### src/rtl/lfsr64_pkg.sv
package lfsr64_pkg;

  localparam int unsigned STAGES   = 64;
  localparam int unsigned NUM_TAPS = 4;

  typedef logic [STAGES-1:0] lfsr_word_t;

  // tapped stages, numbered 1..STAGES (stage k lives in bit k-1)
  localparam int unsigned TAP_STAGE [NUM_TAPS] = '{60, 61, 63, 64};

  // even parity over the tapped stages: 1 when an even count of them is 1
  function automatic logic even_parity_fb(input lfsr_word_t s);
    logic acc;
    acc = 1'b1;
    for (int i = 0; i < NUM_TAPS; i++) begin
      acc = acc ^ s[TAP_STAGE[i]-1];
    end
    return acc;
  endfunction

  // one shift: every stage moves up by one, stage 1 takes the feedback
  function automatic lfsr_word_t shift_in(input lfsr_word_t s, input logic fb);
    return {s[STAGES-2:0], fb};
  endfunction

endpackage

### src/rtl/lfsr_tap_parity.sv
module lfsr_tap_parity
  import lfsr64_pkg::*;
(
  input  lfsr_word_t cur_state,
  output logic       fb_bit
);

  always_comb begin
    fb_bit = even_parity_fb(cur_state);
  end

endmodule

### src/rtl/lfsr_lockup_detect.sv
module lfsr_lockup_detect
  import lfsr64_pkg::*;
#(
  parameter bit RECOVER_LOCKUP = 1'b1
) (
  input  lfsr_word_t cur_state,
  output logic       all_ones,
  output logic       recover_hit
);

  assign all_ones = &cur_state;

  generate
    if (RECOVER_LOCKUP) begin : g_recover
      assign recover_hit = all_ones;
    end else begin : g_no_recover
      assign recover_hit = 1'b0;
    end
  endgenerate

endmodule

### src/rtl/lfsr_state_reg.sv
module lfsr_state_reg
  import lfsr64_pkg::*;
(
  input  logic       clk,
  input  logic       rst,
  input  logic       load_en,
  input  lfsr_word_t seed,
  input  logic       step_en,
  input  logic       recover_hit,
  input  logic       fb_bit,
  output lfsr_word_t cur_state
);

  lfsr_word_t nxt_state;

  always_comb begin
    nxt_state = cur_state;
    if (load_en) begin
      nxt_state = seed;
    end else if (step_en) begin
      if (recover_hit) nxt_state = '0;
      else             nxt_state = shift_in(cur_state, fb_bit);
    end
  end

  always_ff @(posedge clk) begin
    if (rst) cur_state <= '0;
    else     cur_state <= nxt_state;
  end


  a_r1_reset_zero: assert property (@(posedge clk) rst |=> cur_state == '0);


  a_r2_load_seed: assert property (@(posedge clk) disable iff (rst)
    load_en |=> cur_state == $past(seed));

  // shifted stages and the new stage 1
  a_r3_shift: assert property (@(posedge clk) disable iff (rst)
    (!load_en && step_en && !recover_hit) |=>
      (cur_state[STAGES-1:1] == $past(cur_state[STAGES-2:0])) &&
      (cur_state[0] == $past(fb_bit)));


  a_r5_hold: assert property (@(posedge clk) disable iff (rst)
    (!load_en && !step_en) |=> $stable(cur_state));

endmodule

### src/rtl/xnor_lfsr64.sv
module xnor_lfsr64
  import lfsr64_pkg::*;
#(
  parameter bit RECOVER_LOCKUP = 1'b1
) (
  input  logic              clk,
  input  logic              rst,
  input  logic              step_en,
  input  logic              load_en,
  input  logic [STAGES-1:0] seed,
  output logic [STAGES-1:0] state,
  output logic              serial_out
);

  lfsr_word_t state_q;
  logic       fb_bit;
  logic       all_ones;
  logic       recover_hit;

  lfsr_tap_parity u_taps (
    .cur_state (state_q),
    .fb_bit    (fb_bit)
  );

  lfsr_lockup_detect #(.RECOVER_LOCKUP(RECOVER_LOCKUP)) u_lock (
    .cur_state   (state_q),
    .all_ones    (all_ones),
    .recover_hit (recover_hit)
  );

  lfsr_state_reg u_reg (
    .clk         (clk),
    .rst         (rst),
    .load_en     (load_en),
    .seed        (seed),
    .step_en     (step_en),
    .recover_hit (recover_hit),
    .fb_bit      (fb_bit),
    .cur_state   (state_q)
  );

  assign state      = state_q;
  assign serial_out = state_q[STAGES-1];

  // one step from all zeros gives 1
  a_r4_zero_step: assert property (@(posedge clk) disable iff (rst)
    (state_q == '0 && step_en && !load_en) |=> state_q == lfsr_word_t'(1));

  // a legal state never steps into the lockup word
  a_r7_no_lockup: assert property (@(posedge clk) disable iff (rst)
    (!all_ones && step_en && !load_en) |=> !all_ones);


  a_r8_r9_lockup_step: assert property (@(posedge clk) disable iff (rst)
    (all_ones && step_en && !load_en) |=>
      (RECOVER_LOCKUP ? (state_q == '0) : (&state_q)));

endmodule

### config.mk
export PLATFORM = sky130hd
export DESIGN_NAME = xnor_lfsr64
export DESIGN_NICKNAME = d
export VERILOG_FILES = /design/src/rtl/lfsr64_pkg.sv /design/src/rtl/lfsr_tap_parity.sv /design/src/rtl/lfsr_lockup_detect.sv /design/src/rtl/lfsr_state_reg.sv /design/src/rtl/xnor_lfsr64.sv
export SDC_FILE = /design/constraint.sdc
export NUM_CORES = 1
export LEC_CHECK = 0
export ABC_AREA = 1
export BUFFER_PORTS_ARGS = -buffer_cell sky130_fd_sc_hd__buf_4
export CAP_MARGIN = 20
export CORE_AREA = 4 4 94 96
export CTS_BUF_LIST = sky130_fd_sc_hd__clkbuf_2
export DETAILED_ROUTE_END_ITERATION = 12
export DIE_AREA = 0 0 98 100
export GPL_TIMING_DRIVEN = 0
export PLACE_DENSITY_LB_ADDON = 0.05
export SKIP_LAST_GASP = 1
export SYNTH_ARGS = -nofsm -noshare
export SYNTH_HDL_FRONTEND = slang
export SYNTH_SLANG_ARGS = --single-unit
export TNS_END_PERCENT = 100
### constraint.sdc
create_clock -name clk -period 1.9 [get_ports clk]
set_clock_uncertainty 0.15 [all_clocks]
set_input_delay 0.475 -clock clk [delete_from_list [all_inputs] [get_ports clk]]
set_output_delay 0.475 -clock clk [all_outputs]
set_load 0.02 [all_outputs]
=== After elaboration in Yosys (flattened, before gate mapping) ===
Cells that the tools add are included.

* Shift-type cells: 0
* Multiply operators: 0
* Eq/ne operators: 0
* $lt $le $gt $ge: 0
* Add/sub/neg operators: 0
* Reduce and logical (&&, ||, !) cells: 2
* Divide/modulo/power cells: 0
* Bitwise gates (word level): 4
* Muxes and demuxes: 3

{| class="wikitable"
|+ Operators with widths
! operator !! number
|-
| $mux 64 || 3
|-
| $reduce_and 64->1 || 1
|-
| $xor 1x1->1 || 3
|-
| $reduce_bool 2->1 || 1
|-
| $not 1->1 || 1
|}

* Bits in latches: 0
* Bits in registers: 64
* Output and inout bits: 65
* Bits in read-only memories: 0
* Logic and storage cells: 10
* Bits of input ports: 68
* Bits in writable memories: 0
* Memories: 0

=== Longest topological paths before layout ===
Gate-level depths: netlist of run 1.

* Depth in word-level cells: 7
* Mapped depth: 8
* Depth with buffers taken out: 7

=== Modules after synthesis ===
Synthesis of run 1 repeated with hierarchy kept, for this count alone.

* Cells, all modules: 690
* Area, all modules: 3823.7 um^2

{| class="wikitable"
|+ By module, submodules not included
! module !! instances !! cells each !! area each (um^2)
|-
| lfsr_state_reg || 1 || 611 || 3519.6
|-
| lfsr_lockup_detect || 1 || 64 || 244.0
|-
| lfsr_tap_parity || 1 || 14 || 52.6
|-
| xnor_lfsr64 || 1 || 1 || 7.5
|}

=== Least setup slack after synthesis of run 1 ===
No wires, ideal clock.

* Path kind: reg-to-reg
* From: register u_reg.cur_state[62]
* To: register u_reg.cur_state[15]
* Arrival time: 1.292 ns
* Cell stages (with the launch flop): 9
* Setup slack: 0.330 ns
* Library setup time: 0.128 ns
* Clock period less this slack: 1.570 ns
* Path through: dfxtp_1 -> nand2_1 -> nor2_1 -> nand2_1 -> nor2_2 -> nand2_4 -> buf_6 -> o21ai_1 -> a21oi_1

* Word-level cells in the longest chain between the ends: 4

{| class="wikitable"
|+ Ends and longest elaborated chain
! element !! line !! RTL
|-
| start, declared || lfsr_state_reg.sv:11 || <nowiki>output lfsr_word_t cur_state</nowiki>
|-
| start signal, assigned || lfsr_state_reg.sv:28 || <nowiki>else cur_state <= nxt_state;</nowiki>
|-
| $reduce_and 64->1 || lfsr_lockup_detect.sv:11 || <nowiki>assign all_ones = &cur_state;</nowiki>
|-
| $mux 64 || lfsr_state_reg.sv:21 || <nowiki>if (recover_hit) nxt_state = '0;</nowiki>
|-
| $mux 64 || lfsr_state_reg.sv:20 || <nowiki>end else if (step_en) begin</nowiki>
|-
| $mux 64 || lfsr_state_reg.sv:18 || <nowiki>if (load_en) begin</nowiki>
|}

Every way passes these cells. The select of a mux whose other input is x is not followed.
A chain may end at the register's enable or synchronous reset.

=== Worst setup path after layout of run 1 ===
* From: register u_reg.cur_state[63]
* To: output port state[63]

{| class="wikitable"
|+ RTL lines
! element !! line !! RTL
|-
| end, declared || xnor_lfsr64.sv:11 || <nowiki>output logic [STAGES-1:0] state,</nowiki>
|}

No word-level cell between the ends.

==> flow_summary.ini, run 1 <==
[run_status]
status = finished clean

[timing]
finalCritPeriodShare_pct = 92.9
hold_viol = 0
period_needed_ns = 1.77
rsz0062_at_grt = no
drv_slew = 0
max_slew.worst_pin.slew_ns = 0.439
maxSlewHeadroom_pct = 70.8
fin_tns_setup_ns = 0
setup_violations = 0
timing.fmax_mhz = 566

[min_path]
min_path_type = input port to flop

[yosys]
avgSynthCellArea_um2 = 7.03
synth_fp_nets = 566
synth_top_cell_by_area = dfxtp_1
synth.area.mux_share_pct = 0
synth_compound_area_share_pct = 32.0
netlist_instances = 498
synth_fa_ha_area_share_pct = 0
yosysTopAreaCellShare_pct = 36.6
synth_top_family_by_area = compound AO/OA/AOI/OAI gates
yosys.area_share.simple_pct = 21.5
synth.yosys.warnings = 0
ys_seq_area_share_pct = 36.6
synth_xor_xnor_area_share_pct = 0.501
ys_types = 21
synthTopCellsByArea = dfxtp_1, a22oi_1, nand2_1
ys_ff_latch = 64
synth_area_um2 = 3500

[setup_path]
critPathLaunch = u_reg.cur_state[63]$_SDFFE_PP0P_
r2r_slack_ns = 0.15
critPathLaunchType = flop
end_kind = primary output
r2r_end = u_reg.cur_state[26]$_SDFFE_PP0P_
reg2reg_from = u_reg.cur_state[25]$_SDFFE_PP0P_
cp.required_ns = 1.27
crit_fanout = 5
critPathKind = flop to primary output
cp_data_arrival_time_ns = 1.14
r2r_cells = 8
cp-endpoint = state[63]

[drt]
routedWlPerCell_um = 14.5
post-route-drc-count = 0
vias_per_cell = 5.39
dr.first_iter.drc_count = 173
num_vias = 4034
drt-pass1-iter-count = 4
ant_nets = 0
routed_wl_um = 10900

[grt]
grt_remaining_overflow = 0
antenna_found_initial = 0
grt_usage_pct = 21.3
grt_pass1_vias = 3702
grt_max_degree = 11
grt_pass1_wl_um = 17500

[clocking]
cts_buffer_depth = 2
cts_tree = built
clockRootBuffer = clkbuf_2
holdBufCountCts = 0
cts_htree_levels = 3
clk_latency_ns = 0.49
numCtsBuffers = 9
cts_setup_buffers = 0
clkSinkCount = 64
clkTransAtPathRegs_ns = 0.19

[cells_and_area]
largest_reg_flops = 64
syn_to_final_growth_pct = 35.6
nets = 708
diodes = 0
reg_top3 = u_reg.cur_state (64)
n_fill_cell = 816
regMostFlops = u_reg.cur_state
drive_above_1_share_pct = 30.7

[floorplan]
die_w_um = 98
dieArea_um2 = 9800
fp.dieH_um = 100
start_util_pct = 43.5
io_pins = 133
num_rows = 33
core_um2 = 8050

[placement]
dp_hpwl_um = 7640
portBuffers = 131
gp_congestion = 0.853

[power]
power.switching_mw = 0.923
leakage_nw = 1.94
vdd_drop_max_mv = 0.336
p_int_mw = 2.17
clkPwrFrac_pct = 30.1
power_mw = 3.10
p_per_area_nw_per_um2 = 652
combPwrFrac_pct = 21.1
seq_power_share_pct = 48.8
swShare_pct = 29.8

[flow_run]
cap_violations = 0
[power groups by stage]
stage	Clock (mW)	Combinational, mW	Sequential, mW
5_1_grt	1.02	0.708	1.53
6_report	0.933	0.652	1.51
3_3_place_gp	0	0.647	1.54
2_1_floorplan	0	0.263	1.61
3_5_place_dp	0	0.654	1.54
4_1_cts	0.957	0.656	1.51
[stage by stage]
stage                     cell area (um2)  cells  util (%)  worst slack (ns)  hold slack, ns
after floorplan                      3500    498         -             0.330           0.496
after global placement               4610    734      57.3            0.0543           0.434
after detailed placement             4610    734      57.3            0.0634           0.437
after CTS                            4740    749      58.9            0.0220          0.0338
after global routing                 4750    749      59.0           0.00556          0.0452
final                                4750    749      59.0             0.135          0.0718
[area by class of cell]
class                      count  area, um2  share of cell area, %
sequential                    64       1290                   27.1
inverter                       2       7.51                  0.158
buffer                        45        319                   6.72
timing repair buffer         131        983                   20.7
clock buffer                  11       55.1                   1.16
clock inverter                 4       70.1                   1.48
tap                          105        131                   2.77
multi-input combinational    387       1890                   39.9
[cell usage after synthesis (all sizes together)]
| library cell | count |
|---|---|
| a21oi | 64 |
| a22oi | 64 |
| buf | 40 |
| clkbuf | 2 |
| dfxtp | 64 |
| dlygate4sd1 | 3 |
| inv | 2 |
| nand2 | 106 |
| nand3 | 1 |
| nor2 | 86 |
| o21ai | 64 |
| xnor2 | 1 |
| xor2 | 1 |
[logic make-up (layout without fill, tap and decap cells)]
family,count (synthesis),in the layout
XOR/XNOR,2,2
flip-flops,64,64
AND/OR/NAND/NOR,193,193
buffers and inverters,47,193
AO/OA/AOI/OAI,192,192
[how the worst min path moves through the flow]
stage,slack [ns],from,cells after the start,endpoint
after floorplan,0.50,u_reg.cur_state[54]$_SDFFE_PP0P_,4,u_reg.cur_state[55]$_SDFFE_PP0P_
after global placement,0.43,u_reg.cur_state[9]$_SDFFE_PP0P_,4,u_reg.cur_state[10]$_SDFFE_PP0P_
after detailed placement,0.44,u_reg.cur_state[36]$_SDFFE_PP0P_,4,u_reg.cur_state[37]$_SDFFE_PP0P_
after CTS,0.03,rst,2,u_reg.cur_state[55]$_SDFFE_PP0P_
after global routing,0.05,rst,2,u_reg.cur_state[55]$_SDFFE_PP0P_
final,0.07,rst,2,u_reg.cur_state[55]$_SDFFE_PP0P_
[routing by layer]
metal,wire length [um],vias up,global-route usage [%]
li1,-,2011,-
met1,4890,1857,29.5
met2,4990,153,32.8
met3,881,13,4.93
met4,125,0,7.24
met5,0,-,0
[cells in the final DEF, fill, tap and decap left out, types with 3 or more instances in the layout]
master and instances:
nor2_1 82, clkbuf_2 11, dfxtp_1 60, buf_2 21, o21ai_1 60, dfxtp_2 4
a21oi_1 64, nand2_1 104, o21ai_0 4, buf_6 10, a22oi_1 64, buf_4 139
dlygate4sd1_1 3
[critical path, cell delays in order (launching register included)]
cell and delay, ns:
dfxtp_2 0.42, buf_4 0.12, buf_4 0.12
[what timing repair did]
item	in CTS	in global routing
cloned	0	0
endpoints found under the setup margin	1	13
gates resized for setup	1	4
Note: power is estimated with default switching activity, not from simulation.
==> run 2: changes to the inputs <==
--- a/config.mk
+++ b/config.mk
@@ -8,10 +8,12 @@
 export ABC_AREA = 1
 export BUFFER_PORTS_ARGS = -buffer_cell sky130_fd_sc_hd__buf_4
 export CAP_MARGIN = 20
-export CORE_AREA = 4 4 94 96
+export CELL_PAD_IN_SITES_DETAIL_PLACEMENT = 0
+export CELL_PAD_IN_SITES_GLOBAL_PLACEMENT = 1
+export CORE_AREA = 4 4 105 107
 export CTS_BUF_LIST = sky130_fd_sc_hd__clkbuf_2
 export DETAILED_ROUTE_END_ITERATION = 12
-export DIE_AREA = 0 0 98 100
+export DIE_AREA = 0 0 109 111
 export GPL_TIMING_DRIVEN = 0
 export PLACE_DENSITY_LB_ADDON = 0.05
 export SKIP_LAST_GASP = 1
==> constraint.sdc (replaced) <==
create_clock -name clk -period 1.9 [get_ports clk]
set_clock_uncertainty 0.15 [all_clocks]
set_input_delay 0.38 -clock clk [delete_from_list [all_inputs] [get_ports clk]]
set_output_delay 0.38 -clock clk [all_outputs]
set_load 0.02 [all_outputs]
==> run 2 against run 1 <==
Effect of this change: combinational power rose by 8.7%; wire length grew 7.9%; sequential power about the same; non-clock buffer count is 32 higher; maximum frequency fell by 1.7%; largest power group unchanged.
==> flow_summary.ini, run 2 (synthesis gave the netlist of run 1 again) <==
[setup_path]
cp_data_arrival_time_ns = 1.27
critPathKind = flop to primary output
crit_cells = 2
cp-endpoint = state[63]
critPathBufInv = 2
crit_fanout = 5
crit_family = flip-flops
slowest_delay_ns = 0.48
r2r_end = u_reg.cur_state[28]$_SDFFE_PP0P_
r2r_cells = 8
end_kind = primary output
cp.required_ns = 1.37
r2r_slack_ns = 0.19
cp_cell_sequence = buf_4 > buf_4
slowest_stage = dfxtp_1
critical_path.most_common_cell = buf_4
reg2reg_from = u_reg.cur_state[63]$_SDFFE_PP0P_
critPathLaunch = u_reg.cur_state[63]$_SDFFE_PP0P_
critPathLaunchType = flop

[drt]
dr_wl_met2_um = 5170
dr_wl_met3_um = 735
routed_wl_um = 11700
wl_met1_um = 5680
post-route-drc-count = 0
drt-pass1-iter-count = 5
dr.first_iter.drc_count = 260
ant_nets = 0
vias_per_cell = 5.03
routedWlPerCell_um = 14.5
dr.max_layer_used = met4
num_vias = 4081

[clocking]
cts_setup_buffers = 0
clkSinkCount = 64
cts_tree = built
clockRootBuffer = clkbuf_2
clkTransAtPathRegs_ns = 0.18
numCtsBuffers = 9
clk_latency_ns = 0.51
cts_htree_levels = 3
cts_buffer_depth = 2

[floorplan]
start_util_pct = 34.5
num_rows = 37
die_w_um = 109
fp.dieH_um = 111
core_um2 = 10100
io_pins = 133
dieArea_um2 = 12100

[timing]
setup_violations = 0
finalCritPeriodShare_pct = 94.5
timing.fmax_mhz = 557
drv_slew = 0
max_slew.worst_pin.slew_ns = 0.444
hold_viol = 0
period_needed_ns = 1.80
maxSlewHeadroom_pct = 70.4
fin_tns_setup_ns = 0

[grt]
grt_max_degree = 11
grt_usage_pct = 18.9
grt_pass1_wl_um = 18600
antenna_found_initial = 0
grt_pass1_vias = 3791
grt_remaining_overflow = 0

[power]
leakage_nw = 2.05
combPwrFrac_pct = 24.7
power_mw = 2.87
clkPwrFrac_pct = 22.8
p_per_area_nw_per_um2 = 567
p_int_mw = 1.95
vdd_drop_max_mv = 0.232
swShare_pct = 32.2
power.switching_mw = 0.926
seq_power_share_pct = 52.6

[cells_and_area]
diodes = 0
syn_to_final_growth_pct = 44.7
n_fill_cell = 1028
largest_reg_flops = 64
reg_top3 = u_reg.cur_state (64)
regMostFlops = u_reg.cur_state
drive_above_1_share_pct = 29.3
utilization_pct = 50.0
layout_commonest_cell = buf_4
nets = 741
layout_common_cells = buf_4, nand2_1, nor2_1
design_area_um2 = 5060

[placement]
dp_hpwl_um = 8120
portBuffers = 131
place_area_um2 = 4650
gp_congestion = 0.778

[flow_run]
cap_violations = 0

[run_status]
status = finished clean

[min_path]
min_path_type = input port to flop
==> run 2: through the flow <==
stage	worst slack (ns)	instances	hold slack, ns
floorplan	0.330	498	0.438
global placement	-0.0104	765	0.438
detailed placement	-0.00431	765	0.444
CTS	0.0812	811	0.000334
global route	-0.0233	812	0.0146
finish	0.105	812	0.0286
==> run 2: timing repair <==
action / in CTS / in global routing
endpoints found under the setup margin: 52 / 60
hold endpoints to repair: 32 / 0
resized for setup: 1 / 7
pin swaps: 0 / 1
hold buffers: 32 / 0
gates cloned: 0 / 1
==> run 2: worst min path at each step <==
stage	start	end	slack (ns)	cells past startpoint
finish	seed[54]	u_reg.cur_state[54]$_SDFFE_PP0P_	0.03	3
detailed placement	u_reg.cur_state[9]$_SDFFE_PP0P_	u_reg.cur_state[9]$_SDFFE_PP0P_	0.44	2
global placement	u_reg.cur_state[56]$_SDFFE_PP0P_	u_reg.cur_state[57]$_SDFFE_PP0P_	0.44	4
global route	seed[57]	u_reg.cur_state[57]$_SDFFE_PP0P_	0.01	3
CTS	seed[5]	u_reg.cur_state[5]$_SDFFE_PP0P_	0.0003	3
floorplan	rst	u_reg.cur_state[55]$_SDFFE_PP0P_	0.44	2
==> run 2: power groups by stage <==
stage / sequential [mW] / combinational (mW) / clock [mW]
finish: 1.51 / 0.709 / 0.654
global route: 1.53 / 0.771 / 0.732
CTS: 1.51 / 0.713 / 0.685
detailed placement: 1.54 / 0.658 / 0
global placement: 1.54 / 0.654 / 0
floorplan: 1.61 / 0.263 / 0
==> run 2: cell type report <==
type	instances	area, um2	area share (%)
clock buffer	12	60.1	1.19
clock inverter	2	8.76	0.173
multi-input combinational	388	1910	37.7
timing repair buffer	163	1300	25.7
inverter	2	7.51	0.148
buffer	45	319	6.30
tap	136	170	3.36
sequential	64	1280	25.4
==> run 2: per-layer routing <==
metal	global-route usage, %	up-vias
li1	-	2072
met5	0	-
met1	27.8	1862
met2	27.6	136
met4	6.57	0
met3	3.20	11
==> run 2: worst reg2reg max path: cells and delay by family (launching register included) <==
kind	cells	cell delay (ns)
AND/OR/NAND/NOR	5	0.55
buffers and inverters	1	0.17
flip-flops	1	0.48
AO/OA/AOI/OAI	2	0.23
